$ cat src/rtl/sertx_pkg.sv
package sertx_pkg;

  // Per-frame framing choices, latched into the shifter at frame start.
  typedef struct packed {
    logic par_en;
    logic par_odd;
    logic two_stop;
  } sertx_cfg_t;

endpackage

$ cat src/rtl/sertx_hold.sv
module sertx_hold #(
  parameter int DATA_W = 8
) (
  input  logic              clk,
  input  logic              rst_n,
  input  logic              flush,
  input  logic              wr_fire,
  input  logic [DATA_W-1:0] wr_data,
  input  logic              take,
  output logic              full,
  output logic [DATA_W-1:0] data
);

  logic              full_q;
  logic [DATA_W-1:0] data_q;

  // A write wins over a take: the shifter copies the old byte and the new one stays held.
  always_ff @(posedge clk or negedge rst_n) begin
    if (!rst_n) begin
      full_q <= 1'b0;
      data_q <= '0;
    end else if (flush) begin
      full_q <= 1'b0;
    end else if (wr_fire) begin
      full_q <= 1'b1;
      data_q <= wr_data;
    end else if (take) begin
      full_q <= 1'b0;
    end
  end

  assign full = full_q;
  assign data = data_q;


  wr_sets_full_chk: assert property (@(posedge clk) disable iff (!rst_n)
    (wr_fire && !flush) |=> full_q);


  wr_replaces_chk: assert property (@(posedge clk) disable iff (!rst_n)
    (wr_fire && !flush) |=> (data_q == $past(wr_data)));

endmodule

$ cat src/rtl/sertx_shift.sv
module sertx_shift
  import sertx_pkg::*;
#(
  parameter int DATA_W = 8,
  parameter int OVS    = 16
) (
  input  logic              clk,
  input  logic              rst_n,
  input  logic              abort,
  input  logic              tick,
  input  logic              load,
  input  logic [DATA_W-1:0] load_data,
  input  sertx_cfg_t        cfg,
  output logic              busy,
  output logic              finishing,
  output logic              line_bit
);

  localparam int FR_W  = DATA_W + 4;
  localparam int SUB_W = (OVS > 1) ? $clog2(OVS) : 1;
  localparam int CNT_W = $clog2(FR_W + 1);

  logic [FR_W-1:0]  sr_q;
  logic [SUB_W-1:0] sub_q;
  logic [CNT_W-1:0] cnt_q;
  logic [CNT_W-1:0] last_q;
  logic             busy_q;

  logic             par_bit;
  logic [FR_W-1:0]  frame_d;
  logic [CNT_W-1:0] last_d;
  logic             sub_wrap;

  always_comb begin
    par_bit = (^load_data) ^ cfg.par_odd;
    if (cfg.par_en) frame_d = {2'b11, par_bit, load_data, 1'b0};
    else            frame_d = {3'b111, load_data, 1'b0};
    last_d = CNT_W'(DATA_W + 1) + CNT_W'(cfg.par_en) + CNT_W'(cfg.two_stop);
  end

  assign sub_wrap  = (sub_q == SUB_W'(OVS - 1));
  assign finishing = busy_q && tick && sub_wrap && (cnt_q == last_q);

  always_ff @(posedge clk or negedge rst_n) begin
    if (!rst_n) begin
      sr_q   <= '1;
      sub_q  <= '0;
      cnt_q  <= '0;
      last_q <= '0;
      busy_q <= 1'b0;
    end else if (load) begin
      sr_q   <= frame_d;
      sub_q  <= '0;
      cnt_q  <= '0;
      last_q <= last_d;
      busy_q <= 1'b1;
    end else if (abort) begin
      busy_q <= 1'b0;
      sr_q   <= '1;
    end else if (busy_q && tick) begin
      if (sub_wrap) begin
        sub_q <= '0;
        if (cnt_q == last_q) begin
          busy_q <= 1'b0;
        end else begin
          cnt_q <= cnt_q + 1'b1;
          sr_q  <= {1'b1, sr_q[FR_W-1:1]};
        end
      end else begin
        sub_q <= sub_q + 1'b1;
      end
    end
  end

  assign busy     = busy_q;
  assign line_bit = sr_q[0];


  bit_index_range_chk: assert property (@(posedge clk) disable iff (!rst_n)
    busy_q |-> (cnt_q <= last_q));


  start_bit_low_chk: assert property (@(posedge clk) disable iff (!rst_n)
    load |=> (busy_q && !line_bit));


  abort_idles_chk: assert property (@(posedge clk) disable iff (!rst_n)
    (abort && !load) |=> !busy_q);

endmodule

$ cat src/rtl/sertx_line.sv
module sertx_line (
  input  logic clk,
  input  logic rst_n,
  input  logic tx_en,
  input  logic lowpwr,
  input  logic inv_sel,
  input  logic wr_fire,
  input  logic busy,
  input  logic line_bit,
  output logic txd
);

  logic started_q;
  logic forced;

  // Remembers that a byte has been written since the last enable.
  always_ff @(posedge clk or negedge rst_n) begin
    if (!rst_n)       started_q <= 1'b0;
    else if (!tx_en)  started_q <= 1'b0;
    else if (wr_fire) started_q <= 1'b1;
  end

  assign forced = !tx_en || lowpwr || !started_q;
  assign txd    = (busy && !forced) ? (line_bit ^ inv_sel) : !inv_sel;


  busy_after_start_chk: assert property (@(posedge clk) disable iff (!rst_n)
    busy |-> started_q);

endmodule

$ cat src/rtl/sertx_top.sv
module sertx_top
  import sertx_pkg::*;
#(
  parameter int DATA_W = 8,
  parameter int OVS    = 16
) (
  input  logic              clk,
  input  logic              rst_n,
  input  logic              tx_en,
  input  logic              inv_sel,
  input  logic              lowpwr,
  input  logic              par_en,
  input  logic              par_odd,
  input  logic              two_stop,
  input  logic              baud_tick,
  input  logic              wr_valid,
  output logic              wr_ready,
  input  logic [DATA_W-1:0] wr_data,
  output logic              buf_full,
  output logic              tx_irq,
  output logic              txd
);

  sertx_cfg_t        cfg;
  logic              wr_fire;
  logic              hold_full;
  logic [DATA_W-1:0] hold_data;
  logic              sh_busy;
  logic              sh_finishing;
  logic              sh_bit;
  logic              load;
  logic              halt;
  logic              irq_q;

  assign cfg      = '{par_en: par_en, par_odd: par_odd, two_stop: two_stop};
  assign wr_ready = tx_en;
  assign wr_fire  = wr_valid && wr_ready;
  assign halt     = !tx_en || lowpwr;
  assign load     = baud_tick && hold_full && !halt && (!sh_busy || sh_finishing);

  sertx_hold #(.DATA_W(DATA_W)) u_hold (
    .clk     (clk),
    .rst_n   (rst_n),
    .flush   (!tx_en),
    .wr_fire (wr_fire),
    .wr_data (wr_data),
    .take    (load),
    .full    (hold_full),
    .data    (hold_data)
  );

  sertx_shift #(.DATA_W(DATA_W), .OVS(OVS)) u_shift (
    .clk       (clk),
    .rst_n     (rst_n),
    .abort     (halt),
    .tick      (baud_tick),
    .load      (load),
    .load_data (hold_data),
    .cfg       (cfg),
    .busy      (sh_busy),
    .finishing (sh_finishing),
    .line_bit  (sh_bit)
  );

  sertx_line u_line (
    .clk      (clk),
    .rst_n    (rst_n),
    .tx_en    (tx_en),
    .lowpwr   (lowpwr),
    .inv_sel  (inv_sel),
    .wr_fire  (wr_fire),
    .busy     (sh_busy),
    .line_bit (sh_bit),
    .txd      (txd)
  );

  always_ff @(posedge clk or negedge rst_n) begin
    if (!rst_n) irq_q <= 1'b0;
    else        irq_q <= load;
  end

  assign tx_irq   = irq_q;
  assign buf_full = hold_full;


  irq_single_chk: assert property (@(posedge clk) disable iff (!rst_n)
    tx_irq |=> !tx_irq);


  start_empties_chk: assert property (@(posedge clk) disable iff (!rst_n)
    (load && !wr_fire) |=> !buf_full);


  lowpwr_no_start_chk: assert property (@(posedge clk) disable iff (!rst_n)
    lowpwr |=> !tx_irq);


  refused_write_chk: assert property (@(posedge clk) disable iff (!rst_n)
    (!tx_en) |=> !buf_full);

endmodule

$ cat config.mk
export PLATFORM = sky130hd
export DESIGN_NAME = sertx_top
export DESIGN_NICKNAME = d
export VERILOG_FILES = /design/src/rtl/sertx_pkg.sv /design/src/rtl/sertx_hold.sv /design/src/rtl/sertx_shift.sv /design/src/rtl/sertx_line.sv /design/src/rtl/sertx_top.sv
export SDC_FILE = /design/constraint.sdc
export NUM_CORES = 1
export LEC_CHECK = 0
export BUFFER_PORTS_ARGS = -buffer_cell sky130_fd_sc_hd__buf_2
export CELL_PAD_IN_SITES_DETAIL_PLACEMENT = 1
export CELL_PAD_IN_SITES_GLOBAL_PLACEMENT = 2
export CORE_MARGIN = 5
export CORE_UTILIZATION = 37
export DETAILED_ROUTE_END_ITERATION = 10
export HOLD_SLACK_MARGIN = 0.12
export PLACE_DENSITY = 0.79
export SYNTH_ARGS = -nofsm -noshare
export SYNTH_HDL_FRONTEND = slang
export SYNTH_SLANG_ARGS = --single-unit
$ cat constraint.sdc
create_clock -name clk -period 2.2 [get_ports clk]
set_input_delay 0.66 -clock clk [delete_from_list [all_inputs] [get_ports clk]]
set_output_delay 0.66 -clock clk [all_outputs]
set_load 0.02 [all_outputs]
Word-level counts from Yosys, hierarchy flattened
Index checks and enable logic that the tools add are counted.
Widths: inputs -> output; s select.
{ "totals": {"reg_bits": 36, "out_inout_bits": 4, "inputBits": 18, "word_cells": 76} }
{ "op_classes": {"reduce_logical": 28, "muxes": 26, "eq_ne": 7, "addsub": 4, "bitwise_logic": 2} }
{ "op_table": {"columns": ["op", "n"], "rows": [
  ["$mux 12", 5],
  ["$mux 4", 9],
  ["$mux 1", 11],
  ["$mux 10", 1],
  ["$reduce_bool 3->1", 3],
  ["$add 4x1->4 const B", 2],
  ["$logic_and 1x1->1", 8],
  ["$reduce_xor 8->1", 1],
  ["$logic_not 1->1", 6],
  ["$reduce_and 3->1", 2],
  ["$add 4x1->4", 1],
  ["$add 4x1->4 const A", 1],
  ["$eq 4x4->1", 1],
  ["$eq 4x4->1 const B", 1],
  ["$ne 2x2->1 const B", 2],
  ["$reduce_and 2->1", 2],
  ["$reduce_and 4->1", 1],
  ["$reduce_bool 2->1", 2],
  ["$logic_or 1x1->1", 3],
  ["$ne 3x1->1 const B", 1],
  ["$ne 3x3->1 const B", 1],
  ["$ne 2x1->1 const B", 1],
  ["$xor 1x1->1", 2]
]} }

Depth between registers and ports, before layout
Gate-level depths: netlist of run 1.
{ "depth": {"depth_word": 8, "ltp_mapped": 9, "depth_no_buf": 6} }

By module
A second synthesis of run 1 with hierarchy kept.
{ "unflattened": {"hier_cells": 159, "area_unflattened_um2": 1756.7} }
{ "modules_own_cells": {"columns": ["module", "instances", "cells_each", "area_per_inst_um2", "seq_area_each_um2"], "rows": [
  ["sertx_shift", 1, 124, 1246.2, 563.0],
  ["sertx_hold", 1, 22, 385.4, 225.2],
  ["sertx_top", 1, 8, 68.8, 25.0],
  ["sertx_line", 1, 5, 56.3, 25.0]
]} }

Worst setup path before layout of run 1
No wires, ideal clock.
{ "synth_path": {"path_type": "input port to output port", "start": "in lowpwr", "end": "out txd", "slack_ns": 0.006, "arrival_ns": 1.534, "stages": 4, "n_path_buf": 1, "t_required_ns": 1.540, "path_cell_list": "nand2b_1 clkbuf_1 nor3_1 xnor2_1"} }
{ "synth_via": {"elab_chain_cells": 5} }
{ "synth_lines": {"columns": ["item", "line_no", "source"], "rows": [
  ["start, declared", "sertx_top.sv:11", "input logic lowpwr,"],
  ["$logic_or 1x1->1 (2 in a row)", "sertx_line.sv:23", "assign forced = !tx_en || lowpwr || !started_q;"],
  ["$logic_not 1->1", "sertx_line.sv:24", "assign txd = (busy && !forced) ? (line_bit ^ inv_sel) : !inv_sel;"],
  ["$logic_and 1x1->1", "sertx_line.sv:24", null],
  ["$mux 1", "sertx_line.sv:24", null],
  ["end, declared", "sertx_top.sv:21", "output logic txd"]
]} }
No other way between the ends.

Final worst setup path of run 1
Ends and elaborated chain as after synthesis.

==> results by group, run 1 <==
Run status
  – Status: completed

Yosys
  – YS warnings: 0
  – Yosys top cell area share: 34.3%
  – Post-synthesis register bit count: 33
  – Seq/Total Area, Yosys: 50.0%
  – Area leader, netlist: dfrtp_1
  – Syn nets: 167
  – Mapped Area: 1680 µm²
  – Gate Count Post-Synth: 146
  – Yosys cell types: 37
  – Area contributors post-synth: dfrtp_1 34%, dfstp_2 16%, mux2_2 11%
  – Syn Area/Cell: 11.5 µm²

Worst hold path
  – Type of the worst min-delay path: in2async

Global routing
  – Antenna violations before repair: 0
  – Grt ovf: 0
  – Overall Global Routing Usage: 13.1%
  – Largest net degree at the start of global routing: 34
  – First-pass GRT wire length: 6.20 mm
  – Vias in the first global route: 1281

STA
  – Final Max Slew Viols: 0
  – Setup TNS: 0 ns
  – Minimum clock period: 2.12 ns
  – Layout Skew: 0.00395 ns
  – Final setup violation count: 0
  – Max-slew headroom: 51.5%
  – Max Clk Rate: 472 MHz
  – Slew @ Worst Pin: 0.728 ns
  – Fin. Hold Viols: 0
  – RSZ-0062 raised after global routing: false
  – Period utilization: 96.3%

Floorplanning
  – Ports: 22
  – Die extent in x: 77.3 µm
  – Row count: 24
  – Die area: 5980 µm²
  – Initial core utilization: 38.2%
  – Die Y: 77.3 µm
  – Core area: 4380 µm²

Critical path
  – RR Endpoint: u_shift.sr_q[1]$_DFFE_PN1P_
  – Buf/Inv on CP: 2
  – Worst EP required: 1.54 ns
  – Max FO, Critical Path: 2
  – Most used cell, CP: buf_2
  – Crit-path max cell delay: 0.24 ns
  – WP data arrival: 1.46 ns
  – Path type of the worst setup path: in2out
  – Crit path max-delay family: simple AND/OR/NAND/NOR gates
  – CP Launch Type: primary input
  – Critical path, cell by cell: buf_2, nand2b_1, nor3_1, xnor2_1, buf_2
  – Worst reg2reg path depth: 5
  – Crit path capture: txd
  – Worst setup EP type: primary output
  – Critical path launch point: lowpwr
  – CP max-delay cell: nor3_1
  – Cell depth of the worst setup path: 5
  – Worst r2r src: u_shift.cnt_q[3]$_DFFE_PN0P_
  – Reg-to-reg slack, setup: 0.10 ns

Pwr
  – Total design power: 1.42 mW
  – Pleak: 0.836 nW
  – Max IR drop VDD: 0.313 mV
  – Pwr Density: 733 nW/µm²

Placed design
  – Port buffer count: 21
  – Global placer's final weighted congestion: 0.760
  – Final HPWL DP: 2.49 mm

Clocking
  – CTS buffer count: 5
  – Latest clock arrival within the worst-skew pair: 0.28 ns
  – CTS root buf: clkbuf_8
  – CTS Sinks: 33
  – CTS Buffer Depth: 2
  – Hold_buf cts: 0
  – Setup Buffers After CTS: 0
  – Worst-path clk slew: 0.07 ns
  – H-tree Lvls: 2
  – Post-CTS Resized: 0
  – CTS tree: built

Cells and area
  – Share of cells above drive strength 1: 36.8%
  – P&R area growth vs syn: 15.7%
  – # diodes: 0
  – Fin nets: 194

Detailed routing
  – WL per Instance: 15.4 µm
  – Post-Route WL: 3.49 mm
  – Vias per inst: 5.28
  – DR DRC count: 0
  – Drt first pass iters: 3
  – Vias after detailed routing: 1194
  – Antenna-violating nets left: 0
  – DRT iter0 DRCs: 54

Flow run
  – Max cap viols: 0
## layout make-up
class                   instances  area, µm²
repair buffers                 28        158
well taps                      52       65.1
multi-input cells             102        777
flip-flops and latches         33        838
fillers                       480       2440
clock buffers                   8       90.1
inverters                       3       11.3
## worst min-delay path by stage
stage,start,to
final,rst_n,u_hold.data[7]$_DFFE_PN0P_
after global routing,rst_n,u_hold.data[3]$_DFFE_PN0P_
after CTS,rst_n,u_hold.data[7]$_DFFE_PN0P_
after detailed placement,u_line.started_q$_DFFE_PN0P_,u_line.started_q$_DFFE_PN0P_
after global placement,u_line.started_q$_DFFE_PN0P_,u_line.started_q$_DFFE_PN0P_
after floorplan,rst_n,tx_irq$_DFF_PN0_
## per-layer routing
metal,up-vias,routed length [µm],track usage [%]
met5,-,0,0
met4,0,65,5.67
met3,7,149,4.33
met2,19,1700,20.9
met1,597,1570,16.2
li1,571,-,-
## synthesized netlist by cell type, drive strengths merged
cell type / instances
a2111oi: 1
a21oi: 9
a31oi: 1
and2: 1
and3: 1
and4: 1
buf: 5
clkbuf: 3
dfrtp: 23
dfstp: 10
ha: 3
inv: 3
mux2: 16
mux2i: 1
nand2: 9
nand2b: 1
nand3: 3
nand3b: 8
nand4: 2
nor2: 6
nor2b: 2
nor3: 2
o211a: 1
o211ai: 1
o21a: 1
o21ai: 4
o221ai: 1
o31a: 8
or2: 1
or3: 2
or4: 1
xnor2: 8
xor2: 7
## registers in the layout (all words and copies together) (netlist names)
name and count:
u_shift.sr_q 10, u_hold.data 8, u_shift.cnt_q 4, u_shift.sub_q 4, u_shift.last_q 3, tx_irq 1
u_hold.full 1, u_line.started_q 1, u_shift.busy 1
## power by group
part / switching (mW) / internal [mW] / total, mW
clock: 0.214 / 0.255 / 0.469
combinational: 0.112 / 0.124 / 0.236
sequential: 0.0470 / 0.671 / 0.718
total: 0.373 / 1.05 / 1.42
## layout by cell type (no fill, tap or decap), types with 6 or more instances in the layout
cell,netlist,routed
a21oi_1,9,9
buf_2,1,21
buf_4,3,7
clkbuf_8,0,6
dfrtp_1,23,23
dfstp_2,10,10
mux2_2,16,16
nand2_1,9,9
nand3b_1,8,8
nor2_1,6,6
o31a_1,8,8
xnor2_1,8,8
xor2_1,7,7
## worst register-to-register path, cell delays in order, from the launching register on
cell	delay [ns]
dfrtp_1	0.40
xor2_1	0.15
or4_4	0.56
nand4_2	0.28
mux2_2	0.38
o31a_1	0.24
## metrics by stage
stage	setup WS, ns	cells	hold WS, ns	util (%)	area (µm²)
detailed placement	0.0697	218	0.477	42.2	1850
floorplan	0.00606	146	0.364	-	1680
global placement	0.116	218	0.460	42.2	1850
global route	0.0217	226	0.480	44.2	1940
finish	0.0814	226	0.426	44.2	1940
CTS	0.0663	226	0.458	44.2	1940
## cells by family (layout without fill, tap and decap cells)
group,Yosys count,count (layout),share of synthesized area [%]
and+or+nand+nor,40,40,13.7
DFF,33,33,50.0
AOI/OAI and AO/OA,27,27,11.2
muxes,17,17,11.3
xor gates and xnor gates,15,15,7.84
buffers and inverters,11,39,3.66
adders and majority gates,3,3,2.24
No activity file was read; power rests on OpenSTA's default activity.
==> run 2, diff against run 1 <==
Settings changed: GPL_ROUTABILITY_DRIVEN from default to 0, SETUP_SLACK_MARGIN from default to 0.3.
==> run 2 against run 1 <==
Clock skew down 0.0018 ns; critical path type unchanged; largest power group unchanged; worst hold slack better by 0.030 ns; fmax up 6.1%; utilization up 5.2 points; global-route usage up 0.72 points; clock power down 8.3%; highest routed layer unchanged; non-clock buffer count up 8.
==> results by group, run 2 (synthesis results as in run 1) <==
Cells and area
  – Most common cell after layout, fill and taps aside: dfrtp_1
  – # diodes: 0 (unchanged)
  – Final core occ: 49.4% (+5.2 points)
  – Fillers: 482 (+0.42%)
  – Fin nets: 203 (+4.6%)
  – Max reg flops: 10 (unchanged)
  – P&R area growth vs syn: 29.2%
  – Largest Register: u_shift.sr_q
  – Share of cells above drive strength 1: 45.9% (+9.1 points)
  – Most frequent cells in the layout: 22 x dfrtp_1, 20 x buf_2, 11 x buf_4, 10 x dfstp_2
  – Final instance area: 2170 µm² (+12%)

Worst hold path
  – Type of the worst min-delay path: in2async

STA
  – Slew @ Worst Pin: 0.781 ns (+0.0537 ns)
  – Final setup violation count: 0 (unchanged)
  – Max-slew headroom: 47.9% (-3.6 points)
  – Final hold slack: 0.456 ns (+0.0296 ns)
  – Layout Skew: 0.00219 ns (-0.00177 ns)
  – Max Clk Rate: 501 MHz (+6.1%)
  – Period utilization: 90.8% (-5.5 points)
  – Minimum clock period: 2.00 ns (-0.121 ns)
  – RSZ-0062 raised after global routing: true
  – Fin. Hold Viols: 0 (unchanged)
  – Setup TNS: 0 ns (unchanged)
  – Final Max Slew Viols: 0 (unchanged)

Clocking
  – CTS tree: built
  – CTS root buf: clkbuf_8
  – CTS buffer count: 5 (unchanged)
  – Hold_buf cts: 0 (unchanged)
  – Latest clock arrival within the worst-skew pair: 0.28 ns (about the same)
  – CTS Sinks: 33 (unchanged)
  – Worst-path clk slew: 0.06 ns (about the same)
  – CTS Buffer Depth: 2 (unchanged)
  – H-tree Lvls: 2 (unchanged)

Detailed routing
  – Post-Route WL: 3.96 mm (+13%)
  – Drt first pass iters: 4 (+1)
  – WL per Instance: 16.8 µm (+9.1%)
  – Vias after detailed routing: 1257 (+5.3%)
  – DRT iter0 DRCs: 76 (+41%)
  – DR DRC count: 0 (unchanged)
  – Antenna-violating nets left: 0 (unchanged)
  – Vias per inst: 5.35 (+1.2%)

Floorplanning
  – Ports: 22 (unchanged)
  – Die area: 5980 µm² (unchanged)
  – Die extent in x: 77.3 µm (unchanged)
  – Core area: 4380 µm² (unchanged)
  – Initial core utilization: 38.2% (unchanged)
  – Die Y: 77.3 µm (unchanged)
  – Row count: 24 (unchanged)

Global routing
  – Grt ovf: 0 (unchanged)
  – First-pass GRT wire length: 6.66 mm (+7.3%)
  – Overall Global Routing Usage: 13.9% (+0.72 points)
  – Vias in the first global route: 1453 (+13%)
  – Largest net degree at the start of global routing: 34 (unchanged)
  – Antenna violations before repair: 0 (unchanged)

Critical path
  – Worst setup EP type: primary output
  – Buf/Inv on CP: 2 (unchanged)
  – Path type of the worst setup path: in2out
  – WP data arrival: 1.34 ns (-0.12 ns)
  – Worst reg2reg path depth: 5 (unchanged)
  – CP max-delay cell: nand2b_4
  – Worst EP required: 1.54 ns (about the same)
  – Crit-path max cell delay: 0.15 ns (-0.09 ns)
  – Crit path max-delay family: simple AND/OR/NAND/NOR gates
  – Reg-to-reg slack, setup: 0.24 ns (+0.14 ns)
  – RR Endpoint: u_shift.sr_q[1]$_DFFE_PN1P_
  – Max FO, Critical Path: 2 (unchanged)
  – CP Launch Type: primary input
  – Critical path, cell by cell: buf_2, nand2b_4, nor3_4, xnor2_2, buf_4
  – Worst r2r src: u_shift.last_q[1]$_DFFE_PN0P_

Pwr
  – Pint: 1.04 mW (-1.1%)
  – Comb pwr share: 19.1% (+2.5 points)
  – Sequential Power Share: 50.6% (about the same)
  – Pleak: 0.958 nW (+15%)
  – Total design power: 1.42 mW (-0.12%)
  – Max IR drop VDD: 0.477 mV (+52%)
  – Clk pwr share: 30.3% (-2.7 points)
  – Pwr Density: 656 nW/µm² (-11%)
  – Sw Share: 26.9% (+0.71 points)
  – Psw: 382 µW (+2.6%)

Run status
  – Status: completed

Placed design
  – Post-DP Area: 1880 µm² (+1.9%)
  – Port buffer count: 21 (unchanged)
  – Final HPWL DP: 2.53 mm (+1.7%)

Flow run
  – Max cap viols: 0 (unchanged)
[run 2: changes by cell type in the layout (fill, tap and decap cells not counted), sizes merged]
cell | before | now
buf | 28 | 35
clkbuf | 8 | 9
nand4 | 2 | 3
[run 2: stage by stage]
stage,worst slack [ns],std cells
after detailed placement,0.0977,218
after global placement,0.185,218
after floorplan,0.280,146
after CTS,0.192,233
final,0.203,235
after global routing,0.143,235
[run 2: worst max path at each step]
stage	cells after the start	end	slack [ns]	startpoint
after CTS	5	txd	0.19	lowpwr
after detailed placement	6	u_shift.cnt_q[3]$_DFFE_PN0P_	0.1	tx_en
final	5	txd	0.20	lowpwr
after global routing	5	txd	0.14	lowpwr
after floorplan	4	txd	0.28	lowpwr
after global placement	6	u_shift.cnt_q[3]$_DFFE_PN0P_	0.18	tx_en
[run 2: area by class of cell]
| type | count | area [µm²] | area share, % |
|---|---|---|---|
| Clock buffer | 8 | 80.1 | 3.70 |
| Inverter | 3 | 11.3 | 0.520 |
| Multi-Input combinational cell | 103 | 910 | 42.0 |
| Sequential cell | 33 | 840 | 38.8 |
| Tap cell | 52 | 65.1 | 3.00 |
| Timing Repair Buffer | 36 | 260 | 12.0 |
[run 2: layer usage]
metal | vias up | wire length, µm | GRT usage (%)
li1 | 597 | - | -
met1 | 635 | 1760 | 15.7
met2 | 20 | 1990 | 24.0
met3 | 5 | 134 | 3.98
met4 | 0 | 68 | 6.19
met5 | - | 0 | 0
[run 2: power groups by stage]
stage / combinational (mW) / sequential [mW] / clock, mW
floorplan: 0.176 / 0.719 / 0
global placement: 0.236 / 0.726 / 0
detailed placement: 0.247 / 0.729 / 0
CTS: 0.265 / 0.718 / 0.464
global route: 0.302 / 0.726 / 0.475
finish: 0.271 / 0.719 / 0.430
[run 2: what timing repair did]
action	CTS	global route
setup buffers	6	1
endpoints found under the setup margin	10	23
pin swaps	2	2
resized for setup	13	17
cloned	1	1
hold endpoints to repair	0	0
==> run 3, diff against run 2 <==
--- a/config.mk
+++ b/config.mk
@@ -15,3 +15,3 @@
 export HOLD_SLACK_MARGIN = 0.12
-export PLACE_DENSITY = 0.79
+export PLACE_DENSITY_LB_ADDON = 0.1
 export SETUP_SLACK_MARGIN = 0.3
--- a/constraint.sdc
+++ b/constraint.sdc
@@ -3,2 +3,2 @@
 set_output_delay 0.66 -clock clk [all_outputs]
-set_load 0.02 [all_outputs]
+set_load 0.01 [all_outputs]
==> run 3 against run 2 <==
Global-route usage down 0.062 points; largest power group unchanged; combinational power down 4%; sequential share of layout area about the same; cell count unchanged; highest routed layer unchanged; clock skew up 0.0033 ns; flip-flop and latch count unchanged; via count down 1.5%.
==> results by group, run 3 (synthesis results as in run 1) <==
Detailed routing
  – Post-Route WL: 3.90 mm (-1.5%)
  – Vias after detailed routing: 1238 (-1.5%)
  – WL per Instance: 16.6 µm (-1.5%)
  – Antenna-violating nets left: 0 (unchanged)
  – DR DRC count: 0 (unchanged)
  – Vias per inst: 5.27 (-1.5%)
  – Drt first pass iters: 4 (unchanged)
  – DRT iter0 DRCs: 46 (-39%)

Critical path
  – Path type of the worst setup path: in2out
  – CP Launch Type: primary input
  – Worst EP required: 1.54 ns (about the same)
  – Worst setup EP type: primary output
  – WP data arrival: 1.30 ns (-0.04 ns)
  – Max FO, Critical Path: 2 (unchanged)

Cells and area
  – Share of cells above drive strength 1: 44.8% (-1.1 points)
  – Largest Register: u_shift.sr_q
  – Fin nets: 203 (unchanged)
  – P&R area growth vs syn: 29.1% (about the same)
  – Max reg flops: 10 (unchanged)
  – Most common cell after layout, fill and taps aside: dfrtp_1
  – Final core occ: 49.4% (about the same)
  – Most frequent cells in the layout: 22 x dfrtp_1, 19 x buf_2, 12 x buf_4, 10 x dfstp_2
  – # diodes: 0 (unchanged)

Global routing
  – First-pass GRT wire length: 6.62 mm (-0.62%)
  – Antenna violations before repair: 0 (unchanged)
  – Overall Global Routing Usage: 13.8% (-0.062 points)
  – Vias in the first global route: 1378 (-5.2%)
  – Largest net degree at the start of global routing: 34 (unchanged)
  – Grt ovf: 0 (unchanged)

Pwr
  – Pwr Density: 725 nW/µm² (+11%)
  – Total design power: 1.57 mW (+11%)
  – Pleak: 0.971 nW (+1.4%)
  – Max IR drop VDD: 0.345 mV (-28%)

Floorplanning
  – Ports: 22 (unchanged)
  – Row count: 24 (unchanged)
  – Core area: 4380 µm² (unchanged)
  – Die area: 5980 µm² (unchanged)
  – Die Y: 77.3 µm (unchanged)
  – Initial core utilization: 38.2% (unchanged)
  – Die extent in x: 77.3 µm (unchanged)

Clocking
  – CTS Sinks: 33 (unchanged)
  – CTS buffer count: 5 (unchanged)
  – CTS root buf: clkbuf_8
  – Worst-path clk slew: 0.07 ns (about the same)
  – CTS Buffer Depth: 2 (unchanged)
  – Latest clock arrival within the worst-skew pair: 0.28 ns (about the same)
  – Hold_buf cts: 0 (unchanged)
  – H-tree Lvls: 2 (unchanged)
  – CTS tree: built

STA
  – Max-slew headroom: 50.6% (+2.7 points)
  – Setup TNS: 0 ns (unchanged)
  – Final hold slack: 0.436 ns (-0.0194 ns)
  – RSZ-0062 raised after global routing: true
  – Final Max Slew Viols: 0 (unchanged)
  – Minimum clock period: 1.96 ns (-0.0400 ns)
  – Fin. Hold Viols: 0 (unchanged)
  – Slew @ Worst Pin: 0.741 ns (-0.0404 ns)
  – Max Clk Rate: 511 MHz (+2.0%)
  – Layout Skew: 0.00550 ns (+0.00331 ns)
  – Final setup violation count: 0 (unchanged)
  – PnR worst setup slack: 0.243 ns (+0.0400 ns)
  – Period utilization: 89.0% (-1.8 points)

Placed design
  – Setup WS pre-CTS: 0.169 ns (+0.0716 ns)
  – Port buffer count: 21 (unchanged)
  – Final HPWL DP: 2.60 mm (+2.5%)

Run status
  – Status: completed

Worst hold path
  – Type of the worst min-delay path: in2async

Flow run
  – Max cap viols: 0 (unchanged)
==> run 3: cell type report <==
| cell class | instances | area [µm²] |
|---|---|---|
| inverter | 3 | 11.3 |
| multi-input combinational | 103 | 891 |
| tap | 52 | 65.1 |
| clock buffer | 7 | 86.3 |
| fill | 479 | 2220 |
| clock inverter | 1 | 30.0 |
| timing repair buffer | 36 | 241 |
| sequential | 33 | 840 |
==> run 3: power breakdown <==
group | total [mW] | switching, mW | internal (mW)
Combinational | 0.261 | 0.119 | 0.142
Sequential | 0.720 | 0.0497 | 0.671
Clock | 0.589 | 0.220 | 0.369
Total | 1.57 | 0.388 | 1.18
==> run 3: final timing paths <==
check,start,to,slack [ns],cells after the start
setup / recovery,lowpwr,txd,0.24,5
hold / removal,rst_n,u_hold.data[2]$_DFFE_PN0P_,0.44,1
setup reg to reg,u_shift.cnt_q[1]$_DFFE_PN0P_,u_shift.sr_q[6]$_DFFE_PN1P_,0.25,5
hold reg to reg,u_shift.last_q[3]$_DFFE_PN0P_,u_shift.last_q[3]$_DFFE_PN0P_,0.50,1
max in group asynchronous,rst_n,u_shift.busy$_DFFE_PN0P_,1.25,1
min in group clk,u_shift.last_q[3]$_DFFE_PN0P_,u_shift.last_q[3]$_DFFE_PN0P_,0.50,1
==> run 3: worst max-delay path, cell delays in order <==
cell      delay, ns
buf_8          0.09
nand2b_4       0.14
nor3_4         0.14
xnor2_2        0.12
buf_2          0.14
==> run 3: what timing repair did <==
action,4_1_cts,5_1_grt
cloned,1,0
pin swaps,4,4
resized for setup,10,13
setup buffers,4,4
setup endpoints to repair,12,22
==> run 3: routing by layer <==
layer  vias up  global-route usage (%)  routed length (µm)
met5         -                       0                   0
met4         0                    5.15                  55
met3         7                    3.51                 147
met2        19                    22.9                2000
met1       621                    17.2                1700
li1        591                       -                   -
==> run 3: per-stage QoR <==
stage               cell area (µm²)  instances
finish                         2160        235
global route                   2160        235
CTS                            2070        231
detailed placement             1880        218
global placement               1880        218
floorplan                      1710        146
